`config.mk`:
```
export PLATFORM = sky130hd
export DESIGN_NAME = fhss_frame_tx
export DESIGN_NICKNAME = d
export VERILOG_FILES = /design/src/rtl/fhtx_pkg.sv /design/src/rtl/fhtx_sym_timer.sv /design/src/rtl/fhtx_scrambler.sv /design/src/rtl/fhtx_hdr_gen.sv /design/src/rtl/fhss_frame_tx.sv
export SDC_FILE = /design/constraint.sdc
export NUM_CORES = 1
export LEC_CHECK = 0
export ABC_AREA = 1
export ABC_CLOCK_PERIOD_IN_PS = 1900
export BUFFER_PORTS_ARGS = -buffer_cell sky130_fd_sc_hd__buf_2
export CAP_MARGIN = 20
export CORE_AREA = 5 5 118 120
export CTS_BUF_LIST = sky130_fd_sc_hd__clkbuf_16
export DETAILED_ROUTE_END_ITERATION = 12
export DIE_AREA = 0 0 123 125
export PLACE_DENSITY = 0.59
export SLEW_MARGIN = 15
export SYNTH_ARGS = -nofsm -noshare
export SYNTH_HDL_FRONTEND = slang
export SYNTH_SLANG_ARGS = --single-unit
```
`constraint.sdc`:
```
create_clock -name clk -period 1.9 [get_ports clk]
set_input_delay 0.38 -clock clk [delete_from_list [all_inputs] [get_ports clk]]
set_output_delay 0.38 -clock clk [all_outputs]
set_load 0.01 [all_outputs]
```
`src/rtl/fhtx_pkg.sv`:
```
package fhtx_pkg;

  localparam int LEN_W = 12;
  localparam int SIG_W = 4;
  localparam int HEC_W = 16;
  localparam int FLD_W = LEN_W + SIG_W;
  localparam int HDR_W = FLD_W + HEC_W;
  localparam int SFD_W = 16;

  typedef enum logic [2:0] {
    ST_IDLE,
    ST_PRE,
    ST_SFD,
    ST_HDR,
    ST_PAY
  } tx_state_e;

  // Serial CRC over FLD_W bits, bit 0 fed first; preset ones, result inverted.
  function automatic logic [HEC_W-1:0] hec_calc(input logic [FLD_W-1:0] fld);
    logic [HEC_W-1:0] c;
    logic             fb;
    c = '1;
    for (int i = 0; i < FLD_W; i++) begin
      fb = c[HEC_W-1] ^ fld[i];
      c  = {c[HEC_W-2:0], 1'b0};
      if (fb) c = c ^ 16'h1021;
    end
    return ~c;
  endfunction

  // Binary dibit to Gray-ordered level index.
  function automatic logic [1:0] gray4(input logic [1:0] v);
    return {v[1], v[1] ^ v[0]};
  endfunction

endpackage

```
`src/rtl/fhtx_sym_timer.sv`:
```
module fhtx_sym_timer #(
  parameter int DIV = 4
) (
  input  logic clk,
  input  logic rst_n,
  input  logic clr_i,
  input  logic fire_i,
  output logic tick_o
);
  localparam int CW = (DIV > 2) ? $clog2(DIV) : 1;

  logic [CW-1:0] cnt_q, cnt_d;

  always_comb begin
    cnt_d = cnt_q;
    if (clr_i)                cnt_d = '0;
    else if (fire_i)          cnt_d = CW'(DIV - 1);
    else if (cnt_q != '0)     cnt_d = cnt_q - CW'(1);
  end

  always_ff @(posedge clk or negedge rst_n) begin
    if (!rst_n) cnt_q <= '0;
    else        cnt_q <= cnt_d;
  end

  assign tick_o = (cnt_q == '0);
endmodule

```
`src/rtl/fhtx_scrambler.sv`:
```
module fhtx_scrambler #(
  parameter int W   = 7,
  parameter int TAP = 4
) (
  input  logic         clk,
  input  logic         rst_n,
  input  logic         load_i,
  input  logic [W-1:0] seed_i,
  input  logic         adv1_i,
  input  logic         adv2_i,
  input  logic         d0_i,
  input  logic         d1_i,
  output logic         s0_o,
  output logic         s1_o
);
  logic [W-1:0] r_q, r_d, r_one, r_two;

  always_comb begin
    s0_o  = d0_i ^ r_q[W-1] ^ r_q[TAP-1];
    r_one = {r_q[W-2:0], s0_o};
    s1_o  = d1_i ^ r_one[W-1] ^ r_one[TAP-1];
    r_two = {r_one[W-2:0], s1_o};
    r_d   = r_q;
    if (load_i)      r_d = seed_i;
    else if (adv2_i) r_d = r_two;
    else if (adv1_i) r_d = r_one;
  end

  always_ff @(posedge clk or negedge rst_n) begin
    if (!rst_n) r_q <= '0;
    else        r_q <= r_d;
  end
endmodule

```
`src/rtl/fhtx_hdr_gen.sv`:
```
module fhtx_hdr_gen
  import fhtx_pkg::*;
(
  input  logic [LEN_W-1:0] len_i,
  input  logic [2:0]       rate_i,
  output logic [HDR_W-1:0] hdr_o
);
  logic [FLD_W-1:0] fld;
  logic [HEC_W-1:0] hec;

  always_comb begin
    fld = {rate_i, 1'b0, len_i};
    hec = hec_calc(fld);
    hdr_o[FLD_W-1:0] = fld;
    for (int i = 0; i < HEC_W; i++) hdr_o[FLD_W+i] = hec[HEC_W-1-i];
  end
endmodule

```
`src/rtl/fhss_frame_tx.sv`:
```
module fhss_frame_tx
  import fhtx_pkg::*;
#(
  parameter int          CLKS_PER_SYM = 4,
  parameter int          PRE_BITS     = 80,
  parameter logic [15:0] SFD_WORD     = 16'h0CBD,
  parameter logic [2:0]  QUAD_RATE    = 3'd2,
  parameter int          SCR_W        = 7,
  parameter int          SCR_TAP      = 4
) (
  input  logic             clk,
  input  logic             rst_n,
  input  logic             start_i,
  input  logic [LEN_W-1:0] len_i,
  input  logic [2:0]       rate_i,
  input  logic [SCR_W-1:0] seed_i,
  input  logic [7:0]       byte_i,
  input  logic             byte_valid_i,
  output logic             byte_ready_o,
  output logic [1:0]       sym_o,
  output logic             sym_stb_o,
  output logic             done_o
);
  localparam int POS_W = $clog2((PRE_BITS > HDR_W) ? PRE_BITS : HDR_W);
  localparam int HIX_W = $clog2(HDR_W);
  localparam int SIX_W = $clog2(SFD_W);

  tx_state_e        state_q, state_d;
  logic [POS_W-1:0] pos_q, pos_d;
  logic [LEN_W-1:0] len_q, len_d;
  logic [2:0]       rate_q, rate_d;
  logic [LEN_W-1:0] bytes_q, bytes_d;
  logic [7:0]       shr_q, shr_d;
  logic [3:0]       nbits_q, nbits_d, nbits_after;
  logic [1:0]       sym_q, sym_d;
  logic             stb_q, last_q, last_d, done_q;

  logic             tick, emit, has_bits, accept, take, quad, in_pay;
  logic             hdr_bit;
  logic             s0, s1;
  logic [HDR_W-1:0] hdr_w;

  fhtx_hdr_gen u_hdr (
    .len_i (len_q),
    .rate_i(rate_q),
    .hdr_o (hdr_w)
  );

  fhtx_sym_timer #(.DIV(CLKS_PER_SYM)) u_tmr (
    .clk   (clk),
    .rst_n (rst_n),
    .clr_i (accept),
    .fire_i(emit),
    .tick_o(tick)
  );

  fhtx_scrambler #(.W(SCR_W), .TAP(SCR_TAP)) u_scr (
    .clk   (clk),
    .rst_n (rst_n),
    .load_i(accept),
    .seed_i(seed_i),
    .adv1_i(emit && in_pay && !quad),
    .adv2_i(emit && in_pay && quad),
    .d0_i  (shr_q[0]),
    .d1_i  (shr_q[1]),
    .s0_o  (s0),
    .s1_o  (s1)
  );

  // Per-cycle control decode
  always_comb begin
    accept       = (state_q == ST_IDLE) && start_i;
    in_pay       = (state_q == ST_PAY);
    quad         = (rate_q == QUAD_RATE);
    byte_ready_o = in_pay && (nbits_q == 4'd0) && (bytes_q != '0);
    take         = byte_ready_o && byte_valid_i;
    has_bits     = (state_q == ST_PRE) || (state_q == ST_SFD) || (state_q == ST_HDR) ||
                   (in_pay && (nbits_q != 4'd0));
    emit         = tick && has_bits;
    nbits_after  = quad ? (nbits_q - 4'd2) : (nbits_q - 4'd1);

    case (state_q)
      ST_PRE:  hdr_bit = pos_q[0];
      ST_SFD:  hdr_bit = SFD_WORD[pos_q[SIX_W-1:0]];
      default: hdr_bit = hdr_w[pos_q[HIX_W-1:0]];
    endcase

    if (in_pay) sym_d = quad ? gray4({s1, s0}) : {1'b0, s0};
    else        sym_d = {1'b0, hdr_bit};
  end

  // Next-state
  always_comb begin
    state_d = state_q;
    pos_d   = pos_q;
    len_d   = len_q;
    rate_d  = rate_q;
    bytes_d = bytes_q;
    shr_d   = shr_q;
    nbits_d = nbits_q;
    last_d  = 1'b0;
    case (state_q)
      ST_IDLE: begin
        if (start_i) begin
          state_d = ST_PRE;
          pos_d   = '0;
          len_d   = len_i;
          rate_d  = rate_i;
          bytes_d = len_i;
          nbits_d = 4'd0;
        end
      end
      ST_PRE: begin
        if (emit) begin
          if (pos_q == POS_W'(PRE_BITS - 1)) begin
            state_d = ST_SFD;
            pos_d   = '0;
          end else begin
            pos_d = pos_q + POS_W'(1);
          end
        end
      end
      ST_SFD: begin
        if (emit) begin
          if (pos_q == POS_W'(SFD_W - 1)) begin
            state_d = ST_HDR;
            pos_d   = '0;
          end else begin
            pos_d = pos_q + POS_W'(1);
          end
        end
      end
      ST_HDR: begin
        if (emit) begin
          if (pos_q == POS_W'(HDR_W - 1)) begin
            pos_d = '0;
            if (len_q == '0) begin
              state_d = ST_IDLE;
              last_d  = 1'b1;
            end else begin
              state_d = ST_PAY;
            end
          end else begin
            pos_d = pos_q + POS_W'(1);
          end
        end
      end
      ST_PAY: begin
        if (take) begin
          shr_d   = byte_i;
          nbits_d = 4'd8;
          bytes_d = bytes_q - LEN_W'(1);
        end else if (emit) begin
          shr_d   = quad ? {2'b00, shr_q[7:2]} : {1'b0, shr_q[7:1]};
          nbits_d = nbits_after;
          if ((nbits_after == 4'd0) && (bytes_q == '0)) begin
            state_d = ST_IDLE;
            last_d  = 1'b1;
          end
        end
      end
      default: state_d = ST_IDLE;
    endcase
  end

  // Registers
  always_ff @(posedge clk or negedge rst_n) begin
    if (!rst_n) begin
      state_q <= ST_IDLE;
      pos_q   <= '0;
      len_q   <= '0;
      rate_q  <= '0;
      bytes_q <= '0;
      shr_q   <= '0;
      nbits_q <= '0;
      sym_q   <= '0;
      stb_q   <= 1'b0;
      last_q  <= 1'b0;
      done_q  <= 1'b0;
    end else begin
      state_q <= state_d;
      pos_q   <= pos_d;
      len_q   <= len_d;
      rate_q  <= rate_d;
      bytes_q <= bytes_d;
      shr_q   <= shr_d;
      nbits_q <= nbits_d;
      if (emit) sym_q <= sym_d;
      stb_q   <= emit;
      last_q  <= emit && last_d;
      done_q  <= last_q;
    end
  end

  assign sym_o     = sym_q;
  assign sym_stb_o = stb_q;
  assign done_o    = done_q;
endmodule

```
After elaboration in Yosys (flattened, before gate mapping)
Memories as Yosys holds them, arrays and structs flattened.
Index checks and enable logic that the tools add are counted.
{"block": "word_totals", "reg_bits": 63, "latch_bits": 0, "mem_bits_rw": 0, "mem_bits_ro": 16, "in_bits": 34, "wordCells": 177, "n_memories": 1}
{"name": "(no name shown)", "words": 16, "width": 1, "rd": 1, "rd_clocked_by_memory_dff": 0, "write_ports": 0, "line": "fhss_frame_tx.sv:84", "rtl": "ST_SFD: hdr_bit = SFD_WORD[pos_q[SIX_W-1:0]];"}
{"block": "classes", "add_sub_neg": 5, "multipliers": 0, "div_mod_pow": 0, "order_cmp": 2, "n_eq_ne": 20, "n_shift": 0, "mux": 66, "n_bitwise": 35, "n_reduce_logical": 35}
{"cell": "13-bit 2-to-1 mux", "n": 16}
{"cell": "7-bit 2-to-1 mux", "n": 11}
{"cell": "3-bit inverter", "n": 15}
{"cell": "3-bit 2-to-1 mux", "n": 11}
{"cell": "7-bit case mux with 4 select lines", "n": 1}
{"cell": "12-bit logical NOT", "n": 2}
{"cell": "12-bit 2-to-1 mux", "n": 2}
{"cell": "12-bit case mux with 2 select lines", "n": 1}
{"cell": "4-bit 2-to-1 mux", "n": 4}
{"cell": "8-bit 2-to-1 mux", "n": 2}
{"cell": "16-bit inverter", "n": 1}
{"cell": "1-bit XOR", "n": 16}
{"cell": "3-bit case mux with 5 select lines", "n": 1}
{"cell": "2-bit inequality test, second input constant", "n": 7}
{"cell": "12-bit nonzero test", "n": 1}
{"cell": "12-bit by 1-bit subtractor with 12-bit output, second input constant", "n": 1}
{"cell": "1-bit logical AND", "n": 11}
{"cell": "2-bit 2-to-1 mux", "n": 5}
{"cell": "10-bit AND reduction", "n": 1}
{"cell": "3-bit by 2-bit equality test with 1-bit output, second input constant", "n": 3}
{"cell": "4-bit logical NOT", "n": 2}
{"cell": "1-bit 2-to-1 mux", "n": 8}
{"cell": "2-bit by 1-bit inequality test with 1-bit output, second input constant", "n": 4}
{"cell": "4-bit case mux with 2 select lines", "n": 1}
{"cell": "other kinds (25)", "n": 36}

Longest topological paths before layout
Gate-level depths: netlist (run 1).
{"block": "logic_depth", "depth_word": 36, "depth_mapped": 20, "ltp_nobuf": 20}

By module
Synthesis (run 1) repeated with hierarchy kept, for this count alone.
{"block": "unflattened", "hier_cells": 724, "area_unflattened_um2": 4939.7}
{"mod": "fhss_frame_tx", "n_inst": 1, "cells_per_inst": 502, "area_per_inst_um2": 3578.4}
{"mod": "fhtx_hdr_gen", "n_inst": 1, "cells_per_inst": 131, "area_per_inst_um2": 671.9}
{"mod": "fhtx_scrambler", "n_inst": 1, "cells_per_inst": 73, "area_per_inst_um2": 569.3}
{"mod": "fhtx_sym_timer", "n_inst": 1, "cells_per_inst": 18, "area_per_inst_um2": 120.1}

Least setup slack after synthesis (run 1)
OpenSTA, ideal clock, no wires.
{"block": "synth_timing", "path_kind": "register to register", "start": "register state_q[1]", "end": "register state_q[1]", "setup_ns": 0.125, "arrival_time_ns": 1.836, "t_required_ns": 1.775, "path_slack_ns": -0.061, "path_stages_with_launch": 13, "cell_sequence": "dfrtp_1 > nor2_2 > inv_2 > nor2_2 > buf_6 > inv_2 > nor2_1 > and2_1 > nand2_2 > inv_1 > nor3_2 > nand2_1 > mux2_4"}
{"item": "from (decl)", "line": "fhss_frame_tx.sv:28", "rtl": "tx_state_e state_q, state_d;"}
{"item": "from (signal assigned)", "line": "fhss_frame_tx.sv:181", "rtl": "state_q <= state_d;"}
{"item": "3-bit equality test", "line": "fhss_frame_tx.sv:73", "rtl": "in_pay = (state_q == ST_PAY);"}
{"item": "1-bit logical AND (2 in a row)", "line": "fhss_frame_tx.sv:75", "rtl": "byte_ready_o = in_pay && (nbits_q == 4'd0) && (bytes_q != '0);"}
{"item": "via byte_ready_o", "line": "fhss_frame_tx.sv:19", "rtl": "output logic byte_ready_o,"}
{"item": "1-bit logical AND", "line": "fhss_frame_tx.sv:76", "rtl": "take = byte_ready_o && byte_valid_i;"}
{"item": "2-bit inequality test (no line)"}
{"item": "10-bit AND reduction (no line)"}
The timed path passes the listed nets, and every way through them passes these cells.
A chain may end at the register's enable or synchronous reset.

Final worst setup path (run 1)
{"block": "layout_timing", "start": "register state_q[1]", "end": "output byte_ready_o"}
{"block": "layout_between", "elab_chain_len": 3}
{"item": "3-bit equality test", "line": "fhss_frame_tx.sv:73"}
{"item": "1-bit logical AND (2 in a row)", "line": "fhss_frame_tx.sv:75"}
{"item": "to (decl)", "line": "fhss_frame_tx.sv:19"}
Every way passes these cells.

==> metrics list, run 1 <==
- Run status: finished, violations left
- The checks that failed: negative setup slack.
- The worst path in the final design needs a cycle of 1.96 ns, including I/O delays and setup.
- The area growth from synthesis to layout is 40.7%.
* Rows: 42
* Combinational power share: 44.8%
- CP Data Required Time: 1.52 ns
* Fraction of synthesized area in multiplexers: 0.810%
* Port Buffers: 38
- Number of global-route vias before repair: 4,420
- Startpoint type of the worst setup path: flop
- Worst clock skew: 0.0120 ns
* Average routed wire per standard cell: 14.1 microns
- At the end of routability-driven placement, the weighted congestion stood at 0.962.
- Seq cells post-synth: 63
* Top FF cell, synth: dfrtp_1
- For this run, the share of the core covered by cells in the final layout is 47.3%.
- VDD sags by at most 627 uV.
* Nets in the synthesized netlist: 644
- Of the total synthesized cell area, the portion taken by full adders, half adders and majority gates is 2.89%.
* GRT Total Usage: 16.4%
- The number of antenna diodes in the final layout is 0.
* Setup violations, final: 4
* Start of the worst register-to-register path: state_q[2]$_DFFE_PN0P_
- Starting density of the core: 33.6%
* # clock sinks: 63
- EDFF count, synth: 0
- Pin count of the biggest net entering global routing: 64
- Measured along the x axis, the die boundary spans 123 microns.
- Post-Syn Instances: 600
- Number of remaining DRC errors: 0
- Of the total power, the clock network draws 25.4%.
- In the final layout, the share of cells above drive strength 1 is 34.7%.
* Remaining global-route overflow: 0
* CTS tree: built
- Achievable Freq: 0.511 GHz
- The critical path is of the reg2out type.
- Maximum clock path buffer count: 2
- The clock tree synthesis step divided the H-tree into 3 levels.
- Sequential area share after synthesis: 36.4%
- Final Worst Setup Slack: -0.0578 ns
- Number of vias after detailed routing: 4,555
- Leakage Power: 2.90 nW
* Share of total power consumed by net switching: 37.8%
- After Yosys synthesis, XOR and XNOR cells account for 2.83% of the synthesized area.
- Class of the tightest hold or removal check: in2async
- The synthesized design spends more area on one cell type than any other, namely dfrtp_1.
- By instance count, the leading cell after synthesis is nand2_1.
- Starting DRT DRC Count: 206
- Post-detailed-route count of antenna-violating nets: 0
* Number of buffers added by the clock tree synthesis step: 9
* Number of top-level design ports: 39
- The hold violation total from the final report was 0.
- In the routed layout, each cell is associated on average with a via count of 5.05.
* Tightest Pin Transition: 0.521 ns
- The die is 125 microns tall.
* CTS clock-pin slew for the worst setup and hold paths: 0.06 ns
* Wire length reported by the detailed router: 12,700 microns
- After synthesis, the largest family of logic cells by area is simple AND/OR/NAND/NOR gates.
- Proportion of netlist area held by the largest area contributor: 36.4%
* Cell at the root of the clock tree: clkbuf_16
- Fill cells in the final layout number 1,270.
* Post-Synthesis Cell Area: 4330 sq um
* Post-Place Worst Slack: -0.115 ns
- Internal power: 4.19 mW
- The multi-input combinational cells in the finished layout cover a total of 2770 sq um.
- The number of antenna violations at the first check in global routing is 0.
* Total instance count after detailed placement: 873
- The synthesized netlist devotes 30.7% of its cell area to simple gates.
- Nets: 766
- By count the netlist is led by 165 x nand2_1, 67 x nand3_1, 63 x dfrtp_1, 63 x inv_1, 51 x o21ai_0.
- Global-route wire length before repair: 20,500 microns
- Yosys attributes the largest share of cell area to dfrtp_1 36%, nand2_1 14%, nand3_1 7.8%.
- Core outline area: 12,900 sq um
- Number of max-capacitance violations reported: 0
- The final max-slew violation count was 0.
- The share of total power dissipated in sequential elements is 29.8%.
* Largest driver fanout on the critical path: 2
* Terminus of the critical flop-to-flop path: state_q[1]$_DFFE_PN0P_
- After synthesis, the mean cell area works out to 7.21 sq um.
* Synth Area in Compound Gates: 17.3%
* Reported net switching power: 2.54 mW
* Clock latency at the later pin of the worst-skew pair: 0.33 ns
* FF-to-FF setup slack: -0.04 ns
- TritonRoute pass-1 iters: 5
- HPWL reported at the end of detailed placement: 9250 microns
- Critical path endpoint category: primary output
- Leaving out filler cells and counting taps, the final layout contains 902.
- Setup repair after global routing could not meet its margin everywhere.
- Yosys warning count: 0
- DIE AREA: 15,400 sq um
- Synthesis instantiated 51 different standard cells from the library.
* Power density cells: 1110 nW/um^2
- Share of the clock period used by the worst path: 103%
* Data arrival, critical path: 1.58 ns
- Worst-case reg-to-reg path depth: 11
- In this run the tightest slew margin relative to its limit is 65.0%.
* Storage cell area: 1580 sq um
- Share of synthesized registers carrying an async set or reset: 100%
-- cell usage in the layout (no fill, tap or decap), types with 6 or more instances in the layout --
master and count:
nand2_4 6, buf_2 37, nor2_1 26, o21ai_0 38, ha_1 8, a21oi_1 11, nand3_1 58, nand2_2 32
nand3_2 7, o221ai_1 8, nand2_1 128, inv_1 50, inv_2 22, o21ai_1 14, buf_4 79, clkbuf_16 9
buf_6 9, dfrtp_1 62, o211ai_1 15, xor2_1 9
-- worst max-delay path, cell delays in order, from the launching register on --
cell     delay, ns
dfrtp_1       0.40
nor2_2        0.16
inv_2         0.06
nor2_4        0.13
buf_6         0.13
inv_4         0.03
nor2_4        0.06
and2_4        0.17
buf_6         0.10
-- cell type report --
class	instances	share of cell area, %
Multi-Input combinational cell	446	45.5
Sequential cell	63	25.9
Timing Repair Buffer	128	15.4
Inverter	73	4.54
Clock buffer	9	3.70
Tap cell	176	3.62
Clock inverter	6	1.27
Timing Repair inverter	1	0.123
-- registers in the layout, indices dropped and copies added (netlist names), 2 cells and up --
signal	cells
u_scr.r_q	7
state_q	3
pos_q	7
u_tmr.cnt_q	2
shr_q	8
bytes_q	12
rate_q	3
nbits_q	4
sym_o	2
len_q	12
-- logic make-up (layout without fill, tap and decap cells) --
kind of cell,count (synthesis),in the layout
AO/OA/AOI/OAI,120,120
XOR/XNOR,14,14
multiplexers,3,3
flip-flops,63,63
AND/OR/NAND/NOR,299,299
buffers and inverters,91,217
adder cells (fa/ha/maj),10,10
-- stage by stage --
step	instance area (sq um)	setup TNS (ns)	hold slack, ns	total power [mW]
2_1_floorplan	4330	0	0.0844	3.62
3_3_place_gp	5240	-0.550	0.383	4.43
3_5_place_dp	5240	-0.936	0.381	4.50
4_1_cts	5640	-0.268	0.0659	6.34
5_1_grt	6090	-1.51	0.0806	7.24
6_report	6090	-0.105	0.0448	6.73
-- routing by layer --
metal	up-vias	global-route usage (%)	wire (microns)
li1	2271	-	-
met3	27	3.75	532
met2	117	27.1	6290
met1	2140	21.1	5610
met5	-	0	0
met4	0	5.28	270
-- power groups by stage --
stage | combinational (mW) | clock, mW | sequential [mW]
global route | 3.39 | 1.80 | 2.05
floorplan | 1.65 | 0 | 1.97
CTS | 2.63 | 1.74 | 1.97
detailed placement | 2.52 | 0 | 1.98
finish | 3.02 | 1.71 | 2.01
global placement | 2.46 | 0 | 1.98
-- worst max-delay path by stage --
stage | start | endpoint | slack (ns)
global placement | rate_q[0]$_DFFE_PN0P_ | state_q[1]$_DFFE_PN0P_ | -0.08
detailed placement | bytes_q[4]$_DFFE_PN0P_ | nbits_q[1]$_DFFE_PN0P_ | -0.11
floorplan | pos_q[1]$_DFFE_PN0P_ | state_q[1]$_DFFE_PN0P_ | 0.03
CTS | state_q[0]$_DFFE_PN0P_ | byte_ready_o | -0.07
finish | state_q[1]$_DFFE_PN0P_ | byte_ready_o | -0.06
global route | len_q[3]$_DFFE_PN0P_ | sym_o[0]$_DFFE_PN0P_ | -0.18
-- repair_timing --
| item | in CTS | in global routing |
|---|---|---|
| gates cloned | 1 | 0 |
| setup buffers | 4 | 9 |
| hold buffers | 0 | 0 |
| setup endpoints to repair | 24 | 38 |
| resized for setup | 24 | 111 |
| pin swaps | 5 | 33 |
Power figures use the tool's default switching activity.
==> run 2: changes to the inputs <==
Settings changed: BUFFER_PORTS_ARGS -buffer_cell sky130_fd_sc_hd__buf_2 to not set, DONT_BUFFER_PORTS set to 1, PLACE_DENSITY 0.59 to 0.56.
==> metrics list, run 2 (synthesis gave the netlist of run 1 again) <==
- Run status: finished, violations left
* Violated checks: negative setup slack
* Worst clock skew: 0.00690 ns
- The placed instances occupy a cell area of 5100 sq um.
- Filler cells: 1,242
- CTS tree: built
- Average routed wire per standard cell: 14.8 microns
- In this run the most used layer during global routing was met2.
* Data arrival, critical path: 1.57 ns
- In this run the power spent charging and discharging nets is 2.59 mW.
* Number of vias after detailed routing: 4,530
- Horizontal die dimension: 123 microns
- The most critical setup path has its startpoint at state_q[1]$_DFFE_PN0P_.
- Most used cells in the layout excluding fill and tap cells: 127 x nand2_1, 100 x buf_4, 59 x dfrtp_1
- Remaining global-route overflow: 0
- Critical Path Max Stage Delay: 0.39 ns
- Clock latency at the later pin of the worst-skew pair: 0.33 ns
* Start of the worst register-to-register path: state_q[0]$_DFFE_PN0P_
* Biggest regs: bytes_q x12, len_q x12, shr_q x8
* Global-route met1 utilization: 22.3%
* Maximum clock path buffer count: 2
- For the worst setup path, the data required time is 1.52 ns.
- Registers take 1580 sq um.
- For this design, the sink count on the clock tree is 63.
- Port Buffers: 0
- Starting density of the core: 33.6%
- IR analysis of the VDD net gives a maximum drop of 722 uV.
- Cells traversed along the worst timing path: nor2_2, inv_2, nor2_4, buf_6, inv_4, nor2_4, and2_4, buf_6
* Tightest Pin Transition: 0.358 ns
* HPWL reported at the end of detailed placement: 9490 microns
- The number of global-route vias before repair is 4,361.
* Setup violations, final: 5
- In the final layout, the share of cells above drive strength 1 is 35.2%.
- 0 antenna diodes ended up in the layout.
- Post-Place Worst Slack: -0.134 ns
- GRT Total Usage: 16.9%
* Core outline area: 12,900 sq um
- Clock H-tree levels: 3
- Vias per cell: 5.08
- Number of remaining DRC errors: 0
- The clock network burns 23.3% of the power.
- In the global route stage, met3 resource usage came out at 2.57%.
- Of the total power, registers draw 30.0%.
- Number of antenna violations at the first check in global routing: 0
- The hold violation total from the final report came to 0.
* Wire length reported by the detailed router: 13,200 microns
- Total non-filler cell area in the finished layout: 6230 sq um
* Share of total power consumed by net switching: 38.1%
- Pin count of the biggest net entering global routing: 64
* Post-detailed-route count of antenna-violating nets: 0
- Class of the tightest hold or removal check: in2reg
- Number of max-capacitance violations reported: 0
- From synthesis to final layout, the design area changed by 44.0%.
* Number of buffers added by the clock tree synthesis step: 9
* Critical path endpoint category: primary output
- After layout, the minimum clock period comes to 1.95 ns.
* Number of top-level design ports: 39
- Clock-pin slew was measured on the worst setup and hold paths at 0.06 ns.
- The first global-routing pass estimated 21,000 microns of wire.
* DIE AREA: 15,400 sq um
- By startpoint and endpoint, the worst setup path is classified as reg2out.
* Multi-input combinational cell area: 2860 sq um
* Most common cell after layout, fill and taps aside: nand2_1
- Max Slew Vio Count: 0
- Final Worst Setup Slack: -0.0542 ns
- After routing, the total negative slack on setup checks comes to -0.170 ns.
* Utilization of the core after routing: 48.4%
- STA classifies the critical path startpoint as a flop.
* Global-route track usage on met2: 27.1%
- Largest driver fanout on the critical path: 2
* Combinational power share: 46.6%
- In this run the power density over the cells is 1090 nW/um^2.
- The die is 125 microns tall.
* Achievable Freq: 0.512 GHz
- The detailed router finished its first iteration with 223 violations.
- The first TritonRoute pass finished after 5 iterations.
- Rows: 42
- Unrepaired setup endpoints after global routing: true
* Internal power: 4.20 mW
* Cell at the root of the clock tree: clkbuf_16
* Slowest cell on the critical path: dfrtp_1
* Gpl congestion: 0.961
- The analysis attributes to cell leakage a power of 2.91 nW.
- Nets: 754
* Startpoint of the worst hold path: rate_i[0]
* Relative slew slack: 76.0%
* Share of the clock period used by the worst path: 103%
==> run 2: per-layer routing <==
layer	up-vias	share of wire, %
met3	24	2.9
met1	2173	45
met4	0	2.1
met5	-	0
li1	2250	-
met2	83	50
==> run 2: final cells by class <==
class | instances | share of cell area, %
multi-input cells | 446 | 46.0
flip-flops and latches | 63 | 25.4
repair buffers | 117 | 16.1
inverters | 73 | 4.56
clock buffers | 9 | 3.62
well taps | 176 | 3.53
clock inverters | 7 | 0.884
==> run 2: per-stage QoR <==
stage               hold WS [ns]  total power [mW]  cells
floorplan                 0.0844              3.62    600
global placement          0.0865              4.41    843
detailed placement        0.0864              4.48    843
CTS                        0.165              6.25    869
global route               0.176              7.29    891
finish                     0.177              6.79    891
==> run 2: worst paths after layout <==
kind | slack, ns | cells past startpoint | endpoint
max | -0.05 | 8 | byte_ready_o
min | 0.18 | 2 | rate_q[0]$_DFFE_PN0P_
max reg2reg | -0.05 | 12 | state_q[2]$_DFFE_PN0P_
min reg2reg | 0.39 | 0 | done_o$_DFF_PN0_
max in group asynchronous | 1.03 | 2 | len_q[3]$_DFFE_PN0P_
min in group asynchronous | 0.57 | 2 | u_scr.r_q[1]$_DFFE_PN0P_
==> run 2: power groups by stage <==
| stage | Clock (mW) | Sequential [mW] | Combinational [mW] |
|---|---|---|---|
| 2_1_floorplan | 0 | 1.97 | 1.65 |
| 3_3_place_gp | 0 | 2.00 | 2.41 |
| 3_5_place_dp | 0 | 2.00 | 2.47 |
| 4_1_cts | 1.62 | 2.00 | 2.64 |
| 5_1_grt | 1.69 | 2.08 | 3.52 |
| 6_report | 1.58 | 2.04 | 3.17 |
==> run 2: repair_timing <==
action,CTS,global route
gates cloned,0,1
gates resized for setup,14,142
endpoints found under the setup margin,25,34
endpoints found under the hold margin,63,0
hold buffers,2,0
setup buffers,8,22
pin swaps,8,38
==> run 2: critical path, delay by kind of cell (launching register included) <==
family / cells / cell delay [ns]
AND/OR/NAND/NOR: 4 / 0.52
flip-flops: 1 / 0.39
buffers and inverters: 4 / 0.33
==> run 3: changes to the inputs <==
Settings changed: ABC_AREA 1 to not set, CORE_AREA 5 5 118 120 to 5 5 116 118, DIE_AREA 0 0 123 125 to 0 0 121 123.
==> metrics list, run 3 <==
- Violated checks: negative setup slack
- Post-Syn Instances: 463
* Final Worst Setup Slack: -0.377 ns
- STA classifies the critical path endpoint as a flop.
* Cell types with the highest counts after synthesis: 63 x dfrtp_1, 50 x nand2_1, 44 x o21ai_0
- Hold-critical path endpoint: u_scr.r_q[5]$_DFFE_PN0P_
- Data arrives at the worst endpoint at 2.49 ns.
- Setup repair after global routing could not meet its margin everywhere.
- Routability-driven placement finished with a final weighted congestion of 0.820.
- The finished cells cover 5840 sq um.
- Entering global routing, the biggest net connects 64 pins.
* Placed Instance Area: 5010 sq um
* Horizontal die dimension: 121 microns
- Clock tree synthesis selected as its root buffer the cell clkbuf_16.
- The smallest clock period supported by the final layout is computed as 2.28 ns.
* Most used cells in the layout excluding fill and tap cells: 88 x buf_4, 61 x dfrtp_1, 50 x nand2_1
- Timing analysis after detailed placement gives a worst setup slack of -0.240 ns.
- The number of nets handed over by synthesis was 507.
- Synth area leader: dfrtp_1
- Achievable Freq: 0.439 GHz
- Fraction of final layout cells sized beyond drive strength 1: 36.3%
* Biggest regs: bytes_q x12, len_q x12, shr_q x8
- Clock tree synthesis found a total of 63 sinks.
* Vias per cell: 5.15
- The startpoint identified for the worst register-to-register timing path is nbits_q[0]$_DFFE_PN0P_.
* HPWL reported at the end of detailed placement: 8380 microns
- Nets: 599
* Number of max-capacitance violations reported: 0
- Worst-case reg-to-reg path depth: 10
- CTS tree: built
- Final hold analysis gives a worst-case slack of 0.164 ns.
- Of the synthesized area, sequential elements account for 37.7%.
- The first detailed-routing pass took 4 iterations.
- Once the floorplan was initialized, standard cells occupied 33.9% of the core.
- In this run the static leakage power is 2.53 nW.
- After synthesis, the share of flip-flops with an asynchronous set or reset is 100%.
- The core region is 12,400 sq um.
- The tightest min-delay check is of the in2reg type.
- 0 antenna diodes ended up in the layout.
- During placement, the flow inserted port buffers numbering 0.
* Power density cells: 1950 nW/um^2
- The die covers 14,900 sq um.
* Final number of hold-violating endpoints: 0
- Headroom to the max-slew limit came out at 70.7%.
* Number of top-level design ports: 39
* Setup TNS Final: -7.60 ns
- Once layout is complete, the utilization of the core stands at 47.3%.
* EDFF count, synth: 0
* Power after layout: 11.4 mW
* Critical setup path kind: reg2reg
- Layout Cells excl Fill: 732
- TritonCTS created 9 clock buffers.
- The startpoint identified for the worst hold timing path is seed_i[5].
- Remaining global-route overflow: 0
* Run status: finished, violations left
- Seq cells post-synth: 63
- Clock skew on the completed layout was measured at 0.00543 ns.
* Clock H-tree levels: 3
* Wire length reported by the detailed router: 12,200 microns
- The routed layout has 3,773 vias.
* Rows: 41
- Top FF cell, synth: dfrtp_1
- Post-Synthesis Cell Area: 4190 sq um
- At the pin with the least slew margin, the transition time is 0.437 ns.
* Post-detailed-route count of antenna-violating nets: 0
- In this run the vertical extent of the chip is 123 microns.
- Setup violations, final: 37
* Max Slew Vio Count: 0
- Starting DRT DRC Count: 254
* Maximum clock path buffer count: 2
- Layout overhead on the synthesized area: 39.6%
- Average routed wire per standard cell: 16.6 microns
- Proportion of netlist area held by the largest area contributor: 37.7%
- Total instance count after detailed placement: 689
- Number of antenna violations at the first check in global routing: 0
- Share of the clock period used by the worst path: 120%
- Number of remaining DRC errors: 0
* Cell types occupying the most area after synthesis: dfrtp_1 38%, o21ai_0 5.3%, mux2_2 5.1%
- Filler cells: 1,168
- The Yosys step of the flow raised 0 warnings.
- Number of global-route vias before repair: 3,790
- The endpoint identified for the worst register-to-register timing path is bytes_q[0]$_DFFE_PN0P_.
* FF-to-FF setup slack: -0.38 ns
- Yosys instantiated no cell more often than dfrtp_1.
* Cells on Worst Hold Path: 2
* CP Data Required Time: 2.12 ns
- At the later pin of the worst-skew pair, clock insertion delay measures 0.34 ns.
- Worst vdd ir: 1180 uV
- GRT Total Usage: 16.6%
- Mapped Avg Cell Area: 9.04 sq um
* Most common cell after layout, fill and taps aside: buf_4
- CTS clock-pin slew for the worst setup and hold paths: 0.06 ns
* Global-route wire length before repair: 19,300 microns
* Largest driver fanout on the critical path: 8
* Startpoint type of the worst setup path: flop
- After synthesis, the netlist uses 62 different library cells.
[run 3: cell count changes after synthesis, moves of 10 or more]
cell / delta
clkbuf_1: +18
xnor2_1: +17
nand2_1: -115
o211ai_1: -10
mux2_2: +19
inv_1: -48
a21oi_1: +21
nand3_1: -58
[run 3: cell type report]
class                   instances  area, sq um  area share, %
multi-input cells             351         2690           46.0
well taps                     172          215           3.68
clock inverters                 7         80.1           1.37
repair buffers                114          998           17.1
flip-flops and latches         63         1580           27.0
inverters                      16         60.1           1.03
clock buffers                   9          225           3.85
[run 3: critical path, cell delays in order, from the launching register on]
cell     delay (ns)
dfrtp_1        0.39
inv_2          0.08
ha_4           0.12
or3b_4         0.37
or2_4          0.24
buf_4          0.14
nor3_4         0.14
buf_4          0.17
nor2_4         0.05
buf_8          0.17
a221o_1        0.29
[run 3: how the worst max path moves through the flow]
stage | start | endpoint | slack (ns) | depth (start not counted)
after floorplan | nbits_q[0]$_DFFE_PN0P_ | bytes_q[0]$_DFFE_PN0P_ | -0.26 | 8
after global placement | nbits_q[0]$_DFFE_PN0P_ | bytes_q[0]$_DFFE_PN0P_ | -0.20 | 8
after detailed placement | nbits_q[0]$_DFFE_PN0P_ | nbits_q[0]$_DFFE_PN0P_ | -0.24 | 9
after CTS | nbits_q[0]$_DFFE_PN0P_ | byte_ready_o | -0.36 | 7
after global routing | nbits_q[0]$_DFFE_PN0P_ | bytes_q[0]$_DFFE_PN0P_ | -0.46 | 10
final | nbits_q[0]$_DFFE_PN0P_ | bytes_q[0]$_DFFE_PN0P_ | -0.38 | 10
[run 3: timing repair]
item	CTS	global route
resized for setup	57	42
setup buffers	16	9
endpoints found under the hold margin	63	0
pin swaps	17	17
hold buffers	2	0
setup endpoints to repair	40	48
cloned	2	1
[run 3: logic make-up (layout without fill, tap and decap cells)]
family | Yosys count | in the layout | synth area share, %
mux | 28 | 28 | 8.25
fa+ha+maj | 10 | 10 | 2.99
compound gates | 129 | 129 | 19.4
xor+xnor | 38 | 38 | 9.71
flops | 63 | 63 | 37.7
simple gates | 146 | 146 | 17.5
buf+inv | 49 | 146 | 4.45
[run 3: layer usage]
layer  routed length (microns)  global-route usage, %
met1                      5440                   21.4
met2                      5810                   26.6
met3                       743                   5.12
met4                       160                   5.45
met5                         0                      0
[run 3: power breakdown]
group          total [mW]  switching (mW)  internal, mW
Sequential           2.40           0.476          1.92
Clock                1.72           0.591          1.13
Combinational        7.26            3.46          3.80
Total                11.4            4.52          6.85
